==> src/rtl/tmr_pkg.sv <==
package tmr_pkg;
  localparam int BYTE_W  = 8;
  localparam int CNT_W   = 2 * BYTE_W;
  localparam int NUM_CH  = 3;
  localparam int DIV_CH  = NUM_CH - 1;
  localparam int NUM_IRQ = NUM_CH - 1;
  localparam int ADDR_W  = 3;
  localparam int SEL_W   = 2;

  localparam logic [ADDR_W-1:0] ADDR_CTRL = ADDR_W'(3);
  localparam logic [ADDR_W-1:0] ADDR_CLR  = ADDR_W'(4);

  localparam logic [1:0] ACC_LATCH = 2'b00;
  localparam logic [1:0] ACC_WORD  = 2'b11;
  localparam logic [2:0] MODE_RATE = 3'b010;

  // strobes from the bus decoder to the counting datapath
  typedef struct packed {
    logic [NUM_CH-1:0]  cfgWr;
    logic               cfgRate;
    logic [NUM_CH-1:0]  latchCmd;
    logic [NUM_CH-1:0]  dataWr;
    logic [NUM_CH-1:0]  dataRd;
    logic [NUM_IRQ-1:0] clrMask;
    logic [BYTE_W-1:0]  wByte;
  } tmrStrobe_t;
endpackage

==> src/rtl/tmr_ctrl.sv <==
module tmr_ctrl
  import tmr_pkg::*;
(
  input  logic              wrEn,
  input  logic              rdEn,
  input  logic [ADDR_W-1:0] addr,
  input  logic [BYTE_W-1:0] wdata,
  output tmrStrobe_t        strb
);
  logic [SEL_W-1:0] selField;
  logic [1:0]       accField;
  logic [2:0]       modeField;

  assign selField  = wdata[7:6];
  assign accField  = wdata[5:4];
  assign modeField = wdata[3:1];

  always_comb begin
    strb         = '0;
    strb.wByte   = wdata;
    strb.cfgRate = (modeField == MODE_RATE);
    for (int i = 0; i < NUM_CH; i++) begin
      if (addr == ADDR_W'(i)) begin
        strb.dataWr[i] = wrEn;
        strb.dataRd[i] = rdEn;
      end
      // selector value 3 matches no channel and is dropped
      if (wrEn && addr == ADDR_CTRL && selField == SEL_W'(i)) begin
        strb.latchCmd[i] = (accField == ACC_LATCH);
        strb.cfgWr[i]    = (accField == ACC_WORD);
      end
    end
    if (wrEn && addr == ADDR_CLR) strb.clrMask = wdata[NUM_IRQ-1:0];
  end
endmodule

==> src/rtl/tmr_chan.sv <==
module tmr_chan
  import tmr_pkg::*;
(
  input  logic              clk,
  input  logic              rstN,
  input  logic              step,
  input  logic              cfgWr,
  input  logic              cfgRate,
  input  logic              latchCmd,
  input  logic              dataWr,
  input  logic              dataRd,
  input  logic [BYTE_W-1:0] wByte,
  output logic              tc,
  output logic [BYTE_W-1:0] rdByte
);
  logic [CNT_W-1:0]  count, reload, latchVal, shown;
  logic [BYTE_W-1:0] stage;
  logic running, modeRate, wrHi, rdHi, latched;

  assign tc     = step & running & (count == CNT_W'(1));
  assign shown  = latched ? latchVal : count;
  assign rdByte = rdHi ? shown[CNT_W-1:BYTE_W] : shown[BYTE_W-1:0];

  always_ff @(posedge clk or negedge rstN) begin
    if (!rstN) begin
      count    <= '0;
      reload   <= '0;
      latchVal <= '0;
      stage    <= '0;
      running  <= 1'b0;
      modeRate <= 1'b0;
      wrHi     <= 1'b0;
      rdHi     <= 1'b0;
      latched  <= 1'b0;
    end else if (cfgWr) begin
      running  <= 1'b0;
      modeRate <= cfgRate;
      wrHi     <= 1'b0;
      rdHi     <= 1'b0;
      latched  <= 1'b0;
    end else begin
      if (dataWr) begin
        if (!wrHi) begin
          stage <= wByte;
          wrHi  <= 1'b1;
        end else begin
          reload  <= {wByte, stage};
          count   <= {wByte, stage};
          running <= modeRate;
          wrHi    <= 1'b0;
        end
      end else if (step && running) begin
        count <= (count == CNT_W'(1)) ? reload : count - CNT_W'(1);
      end
      if (latchCmd && !latched) begin
        latched  <= 1'b1;
        latchVal <= count;
      end
      if (dataRd) begin
        rdHi <= ~rdHi;
        if (rdHi && latched) latched <= 1'b0;
      end
    end
  end

  // a halted channel keeps its count
  a_r10_frozen_when_stopped: assert property (@(posedge clk) disable iff (!rstN)
    (!running && !dataWr) |=> $stable(count));

  // terminal count hands the stored value back to the counter
  a_r4_reload_on_tc: assert property (@(posedge clk) disable iff (!rstN)
    (tc && !dataWr && !cfgWr) |=> (count == $past(reload)));

  // a held copy does not move until the high byte has been read
  a_r8_latch_holds: assert property (@(posedge clk) disable iff (!rstN)
    (latched && !cfgWr && !dataRd) |=> (latched && $stable(latchVal)));
endmodule

==> src/rtl/tmr_datapath.sv <==
module tmr_datapath
  import tmr_pkg::*;
(
  input  logic               clk,
  input  logic               rstN,
  input  logic               masterTick,
  input  tmrStrobe_t         strb,
  output logic [NUM_IRQ-1:0] irq,
  output logic [BYTE_W-1:0]  rdata
);
  logic                divTc;
  logic [NUM_IRQ-1:0]  irqTc;
  logic [BYTE_W-1:0]   chByte [NUM_CH];
  logic [BYTE_W-1:0]   rdMux;

  tmr_chan uDiv (
    .clk      (clk),
    .rstN     (rstN),
    .step     (masterTick),
    .cfgWr    (strb.cfgWr[DIV_CH]),
    .cfgRate  (strb.cfgRate),
    .latchCmd (strb.latchCmd[DIV_CH]),
    .dataWr   (strb.dataWr[DIV_CH]),
    .dataRd   (strb.dataRd[DIV_CH]),
    .wByte    (strb.wByte),
    .tc       (divTc),
    .rdByte   (chByte[DIV_CH])
  );

  for (genvar g = 0; g < NUM_IRQ; g++) begin : gCnt
    tmr_chan uChan (
      .clk      (clk),
      .rstN     (rstN),
      .step     (divTc),
      .cfgWr    (strb.cfgWr[g]),
      .cfgRate  (strb.cfgRate),
      .latchCmd (strb.latchCmd[g]),
      .dataWr   (strb.dataWr[g]),
      .dataRd   (strb.dataRd[g]),
      .wByte    (strb.wByte),
      .tc       (irqTc[g]),
      .rdByte   (chByte[g])
    );

    always_ff @(posedge clk or negedge rstN) begin
      if (!rstN)                irq[g] <= 1'b0;
      else if (strb.clrMask[g]) irq[g] <= 1'b0;
      else if (irqTc[g])        irq[g] <= 1'b1;
    end

    // clear beats a same-cycle set
    a_r7_clear_wins: assert property (@(posedge clk) disable iff (!rstN)
      strb.clrMask[g] |=> !irq[g]);
    // flag stays up until cleared
    a_r6_sticky: assert property (@(posedge clk) disable iff (!rstN)
      (irq[g] && !strb.clrMask[g]) |=> irq[g]);
    // terminal count raises the flag
    a_r6_set_on_tc: assert property (@(posedge clk) disable iff (!rstN)
      (irqTc[g] && !strb.clrMask[g]) |=> irq[g]);
    // chained channels only reach terminal count on a divider terminal count
    a_r5_chained_step: assert property (@(posedge clk) disable iff (!rstN)
      irqTc[g] |-> divTc);
  end

  always_comb begin
    rdMux = '0;
    for (int i = 0; i < NUM_CH; i++)
      if (strb.dataRd[i]) rdMux = rdMux | chByte[i];
  end

  always_ff @(posedge clk or negedge rstN) begin
    if (!rstN)             rdata <= '0;
    else if (|strb.dataRd) rdata <= rdMux;
  end

  // read data only moves on a data read
  a_r9_rdata_holds: assert property (@(posedge clk) disable iff (!rstN)
    !(|strb.dataRd) |=> $stable(rdata));
endmodule

==> src/rtl/tmr_chain.sv <==
module tmr_chain
  import tmr_pkg::*;
(
  input  logic              clk,
  input  logic              rstN,
  input  logic              masterTick,
  input  logic              wrEn,
  input  logic              rdEn,
  input  logic [ADDR_W-1:0] addr,
  input  logic [BYTE_W-1:0] wdata,
  output logic [BYTE_W-1:0] rdata,
  output logic              tickIrq,
  output logic              baseIrq
);
  tmrStrobe_t         strb;
  logic [NUM_IRQ-1:0] irq;

  tmr_ctrl uCtrl (
    .wrEn  (wrEn),
    .rdEn  (rdEn),
    .addr  (addr),
    .wdata (wdata),
    .strb  (strb)
  );

  tmr_datapath uPath (
    .clk        (clk),
    .rstN       (rstN),
    .masterTick (masterTick),
    .strb       (strb),
    .irq        (irq),
    .rdata      (rdata)
  );

  assign tickIrq = irq[0];
  assign baseIrq = irq[1];
endmodule

==> config.mk <==
export PLATFORM = sky130hd
export DESIGN_NAME = tmr_chain
export DESIGN_NICKNAME = d
export VERILOG_FILES = /design/src/rtl/tmr_pkg.sv /design/src/rtl/tmr_ctrl.sv /design/src/rtl/tmr_chan.sv /design/src/rtl/tmr_datapath.sv /design/src/rtl/tmr_chain.sv
export SDC_FILE = /design/constraint.sdc
export NUM_CORES = 1
export LEC_CHECK = 0
export ABC_AREA = 1
export BUFFER_PORTS_ARGS = -buffer_cell sky130_fd_sc_hd__buf_2
export CORE_ASPECT_RATIO = 0.7
export CORE_UTILIZATION = 57
export DETAILED_ROUTE_END_ITERATION = 8
export PLACE_DENSITY_LB_ADDON = 0.1
export SYNTH_ARGS = -nofsm -noshare
export SYNTH_HDL_FRONTEND = slang
export SYNTH_SLANG_ARGS = --single-unit
==> constraint.sdc <==
create_clock -name clk -period 1.7 [get_ports clk]
set_input_delay 0.17 -clock clk [delete_from_list [all_inputs] [get_ports clk]]
set_output_delay 0.17 -clock clk [all_outputs]
set_load 0.05 [all_outputs]
# [Word level (Yosys, flattened, before mapping)]
# Cells that the tools add are included.
[word_totals] register_bits=193 latchBits=0 ramBits=0 mem_bits_ro=0 inputBits=16 wordCells=188 memories=0
[classes] addsub=3 multipliers=0 n_div=0 order_cmp=0 n_eq_ne=14 shifts=0 n_mux=74 n_bitwise=17 n_reduce_logical=50
[ops] op="$mux W16" n=15
[ops] op="$mux W1" n=52
[ops] op="$eq A16 B1 Y1 const B" n=3
[ops] op="$mux W8" n=6
[ops] op="$sub A16 B1 Y16 const B" n=3
[ops] op="$reduce_bool A2 Y1" n=14
[ops] op="$reduce_and A3 Y1" n=9
[ops] op="$or A8 B8 Y8" n=2
[ops] op="$logic_and A1 B1 Y1" n=14
[ops] op="$reduce_and A2 Y1" n=6
[ops] op="$eq A3 B2 Y1 const B" n=3
[ops] op="$not A1 Y1" n=9
[ops] op="$and A1 B1 Y1" n=6
[ops] op="$ne A2 B1 Y1 const B" n=3
[ops] op="$eq A2 B2 Y1 const B" n=2
[ops] op="$logic_not A2 Y1" n=2
[ops] op="$eq A3 B1 Y1 const B" n=1
[ops] op="$eq A3 B3 Y1 const B" n=1
[ops] op="$logic_not A1 Y1" n=3
[ops] op="$logic_not A3 Y1" n=1
[ops] op="$reduce_or A3 Y1" n=1
[ops] op="$eq A2 B1 Y1 const B" n=1
[ops] op="$mux W2" n=1

# [Logic depth before layout (Yosys ltp)]
# Gate-level depths: netlist (run 1).
[depth] depth_word=9 ltp_mapped=13 ltp_nobuf=11

# [Cells and area by module]
# Synthesis (run 1) repeated with hierarchy kept, for this count alone.
[unflattened] hier_cells=1520 hier_area_um2=11051.8
[by_module_without_submodules] mod="tmr_chan" n_inst=3 cells_per_inst=463 area_per_inst_um2=3417.0 seq_area_each_um2=1526.5
[by_module_without_submodules] mod="tmr_datapath" n_inst=1 cells_per_inst=83 area_per_inst_um2=569.3 seq_area_each_um2=250.2
[by_module_without_submodules] mod="tmr_ctrl" n_inst=1 cells_per_inst=48 area_per_inst_um2=231.5 seq_area_each_um2=0.0

# [Worst setup path before layout (run 1)]
# OpenSTA, ideal clock, no wires.
[synth_path] path_kind="register to register" start="reg uPath.gCnt[1].uChan.count[1]" end="reg uPath.gCnt[1].uChan.count[0]" arrival_ps=1637 t_required_ps=1583 path_slack_ps=-53 stages_incl_launch_ff=11 period_less_slack_ps=1753 path_cell_list="dfrtp_1 -> inv_1 -> ha_1 -> nand3_1 -> nor2_1 -> nand2_2 -> or2_0 -> nand3_1 -> nand2_1 -> nand2_1 -> nand2_1"
[synth_via] elab_chain_len=4
[synth_rtl] item="from (decl)" line_no="tmr_chan.sv:16" text="logic [CNT_W-1:0] count, reload, latchVal, shown;"
[synth_rtl] item="from (signal assigned)" line_no="tmr_chan.sv:48" text="count <= {wByte, stage};"
[synth_rtl] item="from (signal assigned)" line_no="tmr_chan.sv:53" text="count <= (count == CNT_W'(1)) ? reload : count - CNT_W'(1);"
[synth_rtl] item="$eq A16 B1 Y1" line_no="tmr_chan.sv:53"
[synth_rtl] item="$mux W16" line_no="tmr_chan.sv:53"
[synth_rtl] item="$mux W16" line_no="tmr_chan.sv:52" text="end else if (step && running) begin"
[synth_rtl] item="$mux W16" line_no="tmr_chan.sv:42" text="if (dataWr) begin"
# Every way passes these cells. The select of a mux whose other input is x is not followed.
# A chain may end at the register's enable or synchronous reset.

# [Final worst setup path (run 1)]
[layout_path] start="reg uPath.uDiv.count[1]" end="reg uPath.gCnt[1].uChan.count[5]"
[layout_via] elab_chain_len=5
[layout_rtl] item="from (decl)" line_no="tmr_chan.sv:16"
[layout_rtl] item="from (signal assigned)" line_no="tmr_chan.sv:48"
[layout_rtl] item="from (signal assigned)" line_no="tmr_chan.sv:53"
[layout_rtl] item="$eq A16 B1 Y1" line_no="tmr_chan.sv:20" text="assign tc = step & running & (count == CNT_W'(1));"
[layout_rtl] item="$and A1 B1 Y1" line_no="tmr_chan.sv:20"
[layout_rtl] item="$logic_and A1 B1 Y1" line_no="tmr_chan.sv:52"
[layout_rtl] item="$reduce_bool A2 Y1 (no line)"
[layout_rtl] item="$reduce_and A3 Y1 (no line)"
# Every way passes these cells.

==> results of run 1 <==
## repair_timing
action / CTS / global route
setup buffers: 1 / 3
setup endpoints to repair: 40 / 50
hold buffers: 1 / 0
gates cloned: 0 / 2
pin swaps: 4 / 24
endpoints found under the hold margin: 38 / 0
gates resized for setup: 12 / 92
## metal layers
metal | routed length (um) | vias up
met5 | 0 | -
met1 | 15070 | 4904
met3 | 2512 | 34
met4 | 512 | 0
met2 | 13710 | 424
li1 | - | 4991
## cell type report
type	instances	area, um^2
timing repair buffer	175	1443
multi-input combinational	1067	5105
fill	1474	5087
tap	236	295.3
inverter	161	619.3
clock inverter	15	197.7
clock buffer	17	425.4
sequential	193	4833
## worst min-delay path, stage by stage
cell,delay [ps]
sky130_fd_sc_hd__buf_2,120
sky130_fd_sc_hd__nand2_1,60
sky130_fd_sc_hd__nand2_1,70
sky130_fd_sc_hd__nand2_2,40
sky130_fd_sc_hd__nand2_1,50
## layout by cell type, fill, tap and decap left out, types with 3 or more instances in the layout
cell type and count:
sky130_fd_sc_hd__inv_2 15, sky130_fd_sc_hd__dfrtp_2 3, sky130_fd_sc_hd__nand2_2 21, sky130_fd_sc_hd__dfrtp_1 190
sky130_fd_sc_hd__mux2_2 4, sky130_fd_sc_hd__nand3_1 110, sky130_fd_sc_hd__inv_12 3, sky130_fd_sc_hd__nor2_1 72
sky130_fd_sc_hd__a21boi_0 4, sky130_fd_sc_hd__buf_2 24, sky130_fd_sc_hd__o21ai_1 32, sky130_fd_sc_hd__nand2_1 502
sky130_fd_sc_hd__clkbuf_16 19, sky130_fd_sc_hd__o21ai_0 154, sky130_fd_sc_hd__inv_8 3, sky130_fd_sc_hd__buf_12 11
sky130_fd_sc_hd__xor2_1 10, sky130_fd_sc_hd__ha_1 3, sky130_fd_sc_hd__nor2_4 9, sky130_fd_sc_hd__inv_6 5
sky130_fd_sc_hd__ha_4 3, sky130_fd_sc_hd__nand4_1 17, sky130_fd_sc_hd__a21oi_1 56, sky130_fd_sc_hd__nand3b_1 5
sky130_fd_sc_hd__clkinv_8 5, sky130_fd_sc_hd__inv_1 141, sky130_fd_sc_hd__buf_4 134, sky130_fd_sc_hd__nor2_2 26
sky130_fd_sc_hd__mux2i_1 7, sky130_fd_sc_hd__nand3_2 13, sky130_fd_sc_hd__o22ai_1 5
## sequential cells by signal, summed over array words and instances (netlist names)
name	count
uPath.gCnt.uChan.running	2
uPath.irq	2
uPath.uDiv.reload	16
uPath.gCnt.uChan.stage	16
uPath.uDiv.rdHi	1
uPath.gCnt.uChan.modeRate	2
uPath.gCnt.uChan.wrHi	2
uPath.uDiv.running	1
uPath.gCnt.uChan.latchVal	32
uPath.gCnt.uChan.latched	2
uPath.gCnt.uChan.reload	32
uPath.uDiv.modeRate	1
uPath.rdata	8
uPath.uDiv.wrHi	1
uPath.gCnt.uChan.rdHi	2
uPath.uDiv.count	16
uPath.uDiv.stage	8
uPath.gCnt.uChan.count	32
uPath.uDiv.latchVal	16
uPath.uDiv.latched	1
## kinds of logic (layout without fill, tap and decap cells)
kind of cell | after synthesis | in the layout | synth area share [%]
and+or+nand+nor | 783 | 783 | 30.59
AOI/OAI and AO/OA | 257 | 257 | 12.73
buffers and inverters | 212 | 368 | 7.951
DFF | 193 | 193 | 46.08
muxes | 11 | 11 | 1.098
xor gates and xnor gates | 10 | 10 | 0.8357
adders and majority gates | 6 | 6 | 0.7163
## power by group through the flow
stage / registers (mW) / logic [mW] / clock network, mW
2_1_floorplan: 6.80 / 4.59 / 0
3_3_place_gp: 6.54 / 8.08 / 0
3_5_place_dp: 6.57 / 8.18 / 0
4_1_cts: 6.51 / 8.30 / 4.25
5_1_grt: 6.72 / 9.98 / 4.43
6_report: 6.60 / 9.00 / 4.24
## how the worst max path moves through the flow
stage                               endpoint  slack (ps)  cells past startpoint                    startpoint
2_1_floorplan   uPath.gCnt[0].uChan.count[3]          30                     10  uPath.gCnt[0].uChan.count[1]
3_3_place_gp   uPath.gCnt[1].uChan.count[12]         -30                      9           uPath.uDiv.count[1]
3_5_place_dp   uPath.gCnt[0].uChan.count[14]         -60                     12  uPath.gCnt[0].uChan.count[1]
4_1_cts                 uPath.uDiv.count[14]           2                     10           uPath.uDiv.count[0]
5_1_grt        uPath.gCnt[1].uChan.count[13]        -130                     10           uPath.uDiv.count[1]
6_report        uPath.gCnt[1].uChan.count[5]         -50                     10           uPath.uDiv.count[1]
## stage by stage
step                hold slack [ps]  setup slack [ps]  power [mW]  setup TNS (ps)  utilization [%]
floorplan                    -125.6             33.98       11.39               0                -
global placement              156.3            -30.16       14.62          -118.7            65.92
detailed placement            153.3            -58.16       14.76          -550.8            65.92
CTS                           79.76             2.095       19.06               0            69.68
global route                  117.6            -125.5       21.13           -2612            71.75
finish                        94.26            -46.98       19.85          -471.5            71.75
==> out/summary.md, run 1 <==
The post-synthesis to final-layout area growth is 23.27%, and the transition time at the pin with the least slew margin is 574.1 ps. The run gives 0 as the number of violations of the max-capacitance limit. For the synthesized netlist net count, the log shows 1494. Sorting the synthesized cells by how often they occur yields sky130_fd_sc_hd__nand2_1, sky130_fd_sc_hd__dfrtp_1, sky130_fd_sc_hd__o21ai_0, sky130_fd_sc_hd__inv_1, sky130_fd_sc_hd__nand3_1. Once placement completed, the tool counted placed cells totaling 1825.

The tools report the final count of negative-setup-slack endpoints as 16. Global routing used 34.73% of the available tracks across all layers. The latest clock arrival within the worst-skew pair was 450 ps. The logic depth of the worst register-to-register path was 10; the total number of placement rows was 41. The first global-routing pass estimated 49890 um of wire.

The capture endpoint of the worst hold path was uPath.gCnt[0].uChan.count[9]. For the post-detailed-placement cell area, the log shows 11870 um^2. The run gives 0 as the yosys synthesis warning count. The leakage dissipation is 6.710 nW. The number of antenna violations at the first check in global routing came out at 1. The run finished, with violations left. The slack of the worst reg-to-reg path is -50 ps, and the fraction of met3 tracks used by global routing is 6.979%. Max-slew violation total from the final report: 0. Synthesis produced a netlist whose cell count is 1472.

TritonCTS built the clock tree. Dividing the detail-routed via count by the number of cells gives 5.554. On the final layout, the worst clock skew is 11.02 ps. The final weighted congestion in routability-driven placement was 0.9592.

The logs give 1637 for the number of nets in the final layout and 0 for the count of nets left with antenna violations after detail routing. The worst setup path is of the flip-flop to flip-flop kind. The checks that failed: negative setup slack.

The maximum ir drop on the vdd rail was 0.0009286 V. The logs give 58.20% for the initial cell density of the core and 0 for the residual overflow from global routing. Counting distinct cell types in the post-synthesis netlist gives 35.

In the final routed layout, each cell accounts on average for 17.06 um. The share of power burned in the clock network came out at 21.4%. The capturing element type of the critical path is a flip-flop. In this run switching power makes up 43.67% of total power. The first detailed-routing pass ran for 6 iterations. Pin placement for this block handled 26 I/O pins. Of all nets on the critical path, the largest fanout is 6. In the global route stage, met1 resource usage came out at 51.70%. Entering global routing, the biggest net connects 45 pins. The signal on the critical path passes through inv_2 -> ha_4 -> nand2_2 -> nor2_4 -> nand4_1 -> a21oi_4 -> buf_12 -> clkbuf_16 -> nand3_2 -> nand2_1. The most common flop cell mapped by yosys is sky130_fd_sc_hd__dfrtp_1. After clock tree synthesis, the clock-pin slew on the worst setup and hold paths is 80 ps. The share of layout cells above drive strength 1 was 19.04%; the highest clock frequency the design can meet was 572.4 MHz.

After global routing, the most crowded layer is met1. Clock tree synthesis selected as its root buffer the cell sky130_fd_sc_hd__clkbuf_16. The portion of the post-synthesis area used by sequential elements was 46.08%; the post-detailed-placement half-perimeter wirelength was 23570 um. Setup repair after global routing could not meet its margin everywhere. Cell internal power was estimated by the tool at 11.18 mW. The power density of the placed cells came out at 1536 nW/um^2.

The run gives 2100 ps as the required time of the critical path. The most used standard cell by instance count after synthesis is sky130_fd_sc_hd__nand2_1. For this run, design rule violations remaining after detail routing come to 0.

The arrival time at the worst endpoint was 2140 ps; the area enclosed by the die boundary was 18940 um^2. The first routing iteration left 1235 violations. The count of flip-flops with a built-in enable after synthesis was 0. Combinational logic burns 45.4% of the power. For this design, the slowest cell found on the critical path is sky130_fd_sc_hd__dfrtp_1.

For the register share of total power, the log shows 33.3%. sky130_fd_sc_hd__dfrtp_1 takes more of the synthesized area than any other cell. The final critical path time including I/O delays and setup came out at 1747 ps.

Grouping stages by cell kind, the critical path spends the most delay in simple AND/OR/NAND/NOR gates. After synthesis, the largest area contributor takes up 46.08% of total cell area. The slack of the critical path was -46.98 ps.

Counting flops and latches in the post-synthesis netlist gives 193. The post-route non-filler standard cell count was 1864; the port buffer count was 25. For the met2 capacity usage during global routing, the log shows 51.53%. Ranked by total cell area, the synthesized netlist is headed by sky130_fd_sc_hd__dfrtp_1, sky130_fd_sc_hd__nand2_1, sky130_fd_sc_hd__o21ai_0. The worst pin sits at a relative slew slack of 61.68%. The logs give 31810 um for the total length of routed wires and 9386 for the via count of the first global-routing pass.

The worst min-delay path class is primary input to flip-flop. Final critical-path share of the clock period: 102.8%. The routed layout has 10353 vias.

Once layout is done, the placed cells without fillers occupy 12920 um^2. Buffers inserted during clock tree synthesis total 17. The worst path buffer plus inverter count came out at 3.

The worst register-to-register path begins at uPath.uDiv.count[1]. The endpoint identified for the worst register-to-register timing path is uPath.gCnt[1].uChan.count[5]. The startpoint identified for the worst hold timing path is wdata[1].

The synthesized area per cell is 7.120 um^2, and the worst-case clock buffer depth is 2. In this design, the stage delay of the slowest critical-path cell is 390 ps. The tools report the total count of hold-check failures in the final report as 0. The H-tree generated during clock tree synthesis spans 4 levels.

The cell depth of the worst hold path came out at 5. For the total net switching power, the log shows 8.666 mW. The repair_antennas step left the layout with diodes totalling 0.

Of all flip-flops after synthesis, the portion carrying an async set or reset was 100.0%. The core region area was 18010 um^2; the clock sink total was 193. The worst setup path is launched from a flip-flop. The die extent in y is 115.4 um. The combined area of all synthesized cells was 10480 um^2. The floorplan step set the die width to 164.1 um.
Power figures use the tool's default switching activity.
==> inputs of run 2 (changes only) <==
- ABC_AREA: 1 -> unset
- CORE_UTILIZATION: 57 -> 50
==> run 2 against run 1 <==
  * The flow still finishes with violations (negative setup slack)
  * Synthesized cell count decreased by 39%
  * Clock power decreased by 1%
  * Maximum frequency decreased by 13%
  * Total power increased by 1.5%
  * Critical path type unchanged
  * Critical endpoint is now uPath.gCnt[1].uChan.count[2]
  * Largest cell class unchanged
  * Largest power group unchanged
  * Highest routed layer is now met5
==> out/summary.md, run 2 <==
The run gives 21310 um (was 23570 um) as the post-detailed-placement half-perimeter wirelength. The xor/xnor cell area share of the yosys netlist was 2.969% (was 0.8357%). The final critical-path share of the clock period works out to 117.6% (was 102.8%). Capture endpoint of the worst hold path: uPath.gCnt[1].uChan.stage[3] (was uPath.gCnt[0].uChan.count[9]). The number of nets in the final layout is 1078 (was 1637).

The startpoint of the most critical hold path was wdata[3] (was wdata[1]). The logs give 1333 (was 1864) for the post-route non-filler standard cell count and 31.12% (was 34.73%) for the total global routing track utilization. The delay contributed by the slowest stage of the critical path came out at 390 ps (about the same).

The ratio of routed vias to standard cells is 6.106 (was 5.554). The count of flip-flops with a built-in enable after synthesis was 0 (unchanged); the initial cell density of the core was 52.01% (was 58.20%). Clock edge transition at the registers on the reported setup and hold paths: 80 ps (about the same). The most common cell after layout, fill and taps aside was sky130_fd_sc_hd__dfrtp_1 (was sky130_fd_sc_hd__nand2_1). The final core area utilization was 67.22% (was 71.75%). The power density of the placed cells came out at 1554 nW/um^2 (was 1536 nW/um^2). The area enclosed by the die boundary was 20640 um^2 (was 18940 um^2). The post-synthesis cell type with the largest combined area is sky130_fd_sc_hd__dfrtp_1 (unchanged).

The total number of vias came out at 8139 (was 10353). The highest clock frequency the design can meet is 500.1 MHz (was 572.4 MHz). The share of layout cells above drive strength 1 is 40.88% (was 19.04%).

The flow ran to the end, but the final reports show violations. The total I/O pin count was 26 (unchanged). The tools report the total chip power as 20.14 mW (was 19.85 mW). The latest clock arrival within the worst-skew pair was 450 ps (about the same); the residual overflow from global routing was 0 (unchanged). Most area-consuming cells after synthesis: sky130_fd_sc_hd__dfrtp_1, sky130_fd_sc_hd__mux2_2, sky130_fd_sc_hd__mux4_2 (was sky130_fd_sc_hd__dfrtp_1, sky130_fd_sc_hd__nand2_1, sky130_fd_sc_hd__o21ai_0). The total length of routed wires is 30330 um (was 31810 um).

The largest net degree at the start of global routing is 51 (was 45), and the clock sink total is 193 (unchanged). The slack of the critical path is -299.7 ps (was -46.98 ps). Setup repair after global routing could not meet its margin everywhere. The logic depth of the worst register-to-register path is 9 (was 10). Worst min-delay path class: primary input to flip-flop (unchanged). The complex-gate fraction of the synthesized area is 11.51% (was 12.73%). The tools report the type of element launching the critical path as a flip-flop (unchanged).

The most used standard cell by instance count after synthesis was sky130_fd_sc_hd__dfrtp_1 (was sky130_fd_sc_hd__nand2_1). The routed length per instance was 22.76 um (was 17.06 um). The portion of synthesized cell area occupied by the leading cell type works out to 48.15% (was 46.08%). The transition time at the pin with the least slew margin was 659.1 ps (was 574.1 ps). The logs give 5.623 nW (was 6.710 nW) for the leakage dissipation and 66 (was 35) for the number of distinct standard cells referenced by the synthesized netlist.

For the count of filler cells inserted in the layout, the log shows 1462 (was 1474). The starting DRC count in detailed routing is 733 (was 1235), and the total DRC errors in the routed layout is 0 (unchanged). The number of diodes was 0 (unchanged); the share of flip-flops with an asynchronous set or reset after synthesis was 100.0% (unchanged).

The cell depth of the worst hold path was 2 (was 5). The dominant combinational cell family by area after synthesis is multiplexers (was simple AND/OR/NAND/NOR gates). The tools report the arrival time at the worst endpoint as 2360 ps (was 2140 ps).

For the max-slew violation total from the final report, the log shows 0 (unchanged). The portion of the post-synthesis area used by sequential elements was 48.15% (was 46.08%); the synthesized area per cell was 11.25 um^2 (was 7.120 um^2). The setup TNS was -12500 ps (was -471.5 ps). The port buffer count is 25 (unchanged). The synthesized netlist net count is 914 (was 1494). Synth cell count leaders: sky130_fd_sc_hd__dfrtp_1, sky130_fd_sc_hd__nand2_1, sky130_fd_sc_hd__mux2_2, sky130_fd_sc_hd__nor2_1, sky130_fd_sc_hd__clkbuf_1 (was sky130_fd_sc_hd__nand2_1, sky130_fd_sc_hd__dfrtp_1, sky130_fd_sc_hd__o21ai_0, sky130_fd_sc_hd__inv_1, sky130_fd_sc_hd__nand3_1). The number of violations of the max-capacitance limit is 0 (unchanged). Number of iterations in the first detailed-routing pass: 5 (was 6). TritonCTS built the clock tree.

The required time of the critical path was 2060 ps (was 2100 ps). The most common flop cell mapped by yosys was sky130_fd_sc_hd__dfrtp_1 (unchanged). The run gives 0.0008127 V (was 0.0009286 V) as the maximum ir drop on the vdd rail. Largest clock skew in the final design: 11.88 ps (was 11.02 ps). Capturing element type of the critical path: a flip-flop (unchanged). The die extent in y is 120.5 um (was 115.4 um), and the multiplexer fraction of the synthesized cell area is 19.08% (was 1.098%).

For the number of antenna violations at the first check in global routing, the log shows 0 (was 1). The simple-gate portion of the synthesized area works out to 14.26% (was 30.59%). Violated checks: negative setup slack (unchanged).

Most used cells in the layout excluding fill and tap cells: sky130_fd_sc_hd__dfrtp_1, sky130_fd_sc_hd__buf_4, sky130_fd_sc_hd__nand2_1 (was sky130_fd_sc_hd__nand2_1, sky130_fd_sc_hd__dfrtp_1, sky130_fd_sc_hd__o21ai_0). The reg-to-reg critical path endpoint was uPath.gCnt[1].uChan.count[2] (was uPath.gCnt[1].uChan.count[5]). The highest fanout seen on the critical path came out at 10 (was 6). The tools report the clock tree root buffer cell as sky130_fd_sc_hd__clkbuf_16 (unchanged).

The kind of critical path was flip-flop to flip-flop (unchanged). The cell type of the slowest stage on the worst timing path was sky130_fd_sc_hd__dfrtp_1 (unchanged). The global-route wire length before repair is 47230 um (was 49890 um), and the total number of placement rows is 42 (was 41). Via count of the first global-routing pass: 8170 (was 9386). The start of the worst register-to-register path is uPath.uDiv.count[1] (unchanged).

The worst-case clock buffer depth is 2 (unchanged). Crit path cell chain: inv_2 -> ha_4 -> nor4b_4 -> nand4_4 -> o41ai_4 -> buf_6 -> buf_4 -> nor2_1 -> a31oi_1 (was inv_2 -> ha_4 -> nand2_2 -> nor2_4 -> nand4_1 -> a21oi_4 -> buf_12 -> clkbuf_16 -> nand3_2 -> nand2_1). The logs give 19290 um^2 (was 18010 um^2) for the core region area and 0.9328 (was 0.9592) for the final weighted congestion in routability-driven placement. The adder and majority gate portion of the synthesized area is 0.7484% (was 0.7163%). The tools report the total count of hold-check failures in the final report as 0 (unchanged). Combined area of all synthesized cells: 10030 um^2 (was 10480 um^2). For the CTS H-tree depth, the log shows 4 (unchanged).

Biggest registers after layout: uPath.gCnt.uChan.count x32, uPath.gCnt.uChan.latchVal x32, uPath.gCnt.uChan.reload x32 (unchanged). The tools report the number of instances in the synthesized netlist as 892 (was 1472). The final hold slack was 56.89 ps (was 94.26 ps); the count of nets left with antenna violations after detail routing was 0 (unchanged). The post-synthesis to final-layout area growth was 29.24% (was 23.27%). The number of placed instances, taps included is 1278 (was 1825). The final critical path time including I/O delays and setup is 2000 ps (was 1747 ps), and the number of CTS-inserted buffers is 17 (unchanged). The yosys synthesis warning count was 0 (unchanged); the slack of the worst reg-to-reg path was -300 ps (was -50 ps).

Die extent in x: 171.3 um (was 164.1 um). The final count of negative-setup-slack endpoints was 66 (was 16); the register bit total from synthesis was 193 (unchanged). Worst slew margin relative to its limit: 55.96% (was 61.68%).
-- run 2: final cells by class --
class | instances | area, um^2 | area share [%]
inverter | 13 | 48.80 | 0.3764
clock inverter | 12 | 146.4 | 1.129
tap | 264 | 330.3 | 2.548
sequential | 193 | 4835 | 37.29
timing repair buffer | 213 | 1849 | 14.26
multi-input combinational | 618 | 5298 | 40.86
clock buffer | 20 | 456.7 | 3.523
-- run 2: cell families after synthesis --
group	count (synthesis)
AOI/OAI and AO/OA	168
xor gates and xnor gates	34
adders and majority gates	6
buffers and inverters	81
DFF	193
muxes	147
and+or+nand+nor	263
-- run 2: repair_timing --
action                                  CTS  global route
gates resized for setup                  37            31
endpoints found under the setup margin   68            71
cloned                                    6             0
pin swaps                                 4             6
buffers inserted                         11             7
hold buffers                              1             0
endpoints found under the hold margin    45             0
-- run 2: worst max-delay path: cells and delay by family, from the launching register on --
| kind | cells | cell delay, ps |
|---|---|---|
| compound gates | 2 | 500 |
| simple gates | 3 | 490 |
| buf+inv | 3 | 400 |
| flops | 1 | 390 |
| fa+ha+maj | 1 | 130 |
-- run 2: stage by stage --
| stage | setup slack, ps | cell area (um^2) |
|---|---|---|
| after floorplan | -251.9 | 10250 |
| after global placement | -270.0 | 11740 |
| after detailed placement | -319.8 | 11740 |
| after CTS | -299.2 | 12740 |
| after global routing | -395.4 | 12960 |
| final | -299.7 | 12960 |
-- run 2: worst max path at each step --
stage	cells past startpoint	start	slack (ps)	end
2_1_floorplan	5	uPath.gCnt[0].uChan.latched	-250	uPath.gCnt[0].uChan.latchVal[10]
3_3_place_gp	8	uPath.uDiv.count[1]	-270	uPath.gCnt[1].uChan.count[0]
3_5_place_dp	9	uPath.uDiv.count[1]	-320	uPath.gCnt[1].uChan.count[2]
4_1_cts	9	uPath.uDiv.count[1]	-300	uPath.gCnt[1].uChan.count[2]
5_1_grt	9	uPath.uDiv.count[1]	-400	uPath.gCnt[1].uChan.count[2]
6_report	9	uPath.uDiv.count[1]	-300	uPath.gCnt[1].uChan.count[2]
-- run 2: where the power goes --
group | switching (mW) | internal, mW | total [mW]
combinational | 4.27 | 4.26 | 8.53
clock | 1.91 | 2.28 | 4.19
sequential | 1.33 | 6.10 | 7.43
-- run 2: routing by layer --
metal | GRT usage (%) | wire (um) | share of wire, %
met5 | 3.325 | 85 | 0.28
met4 | 11.05 | 708 | 2.3
met1 | 46.40 | 14440 | 48
met2 | 43.42 | 12880 | 42
met3 | 7.660 | 2221 | 7.3
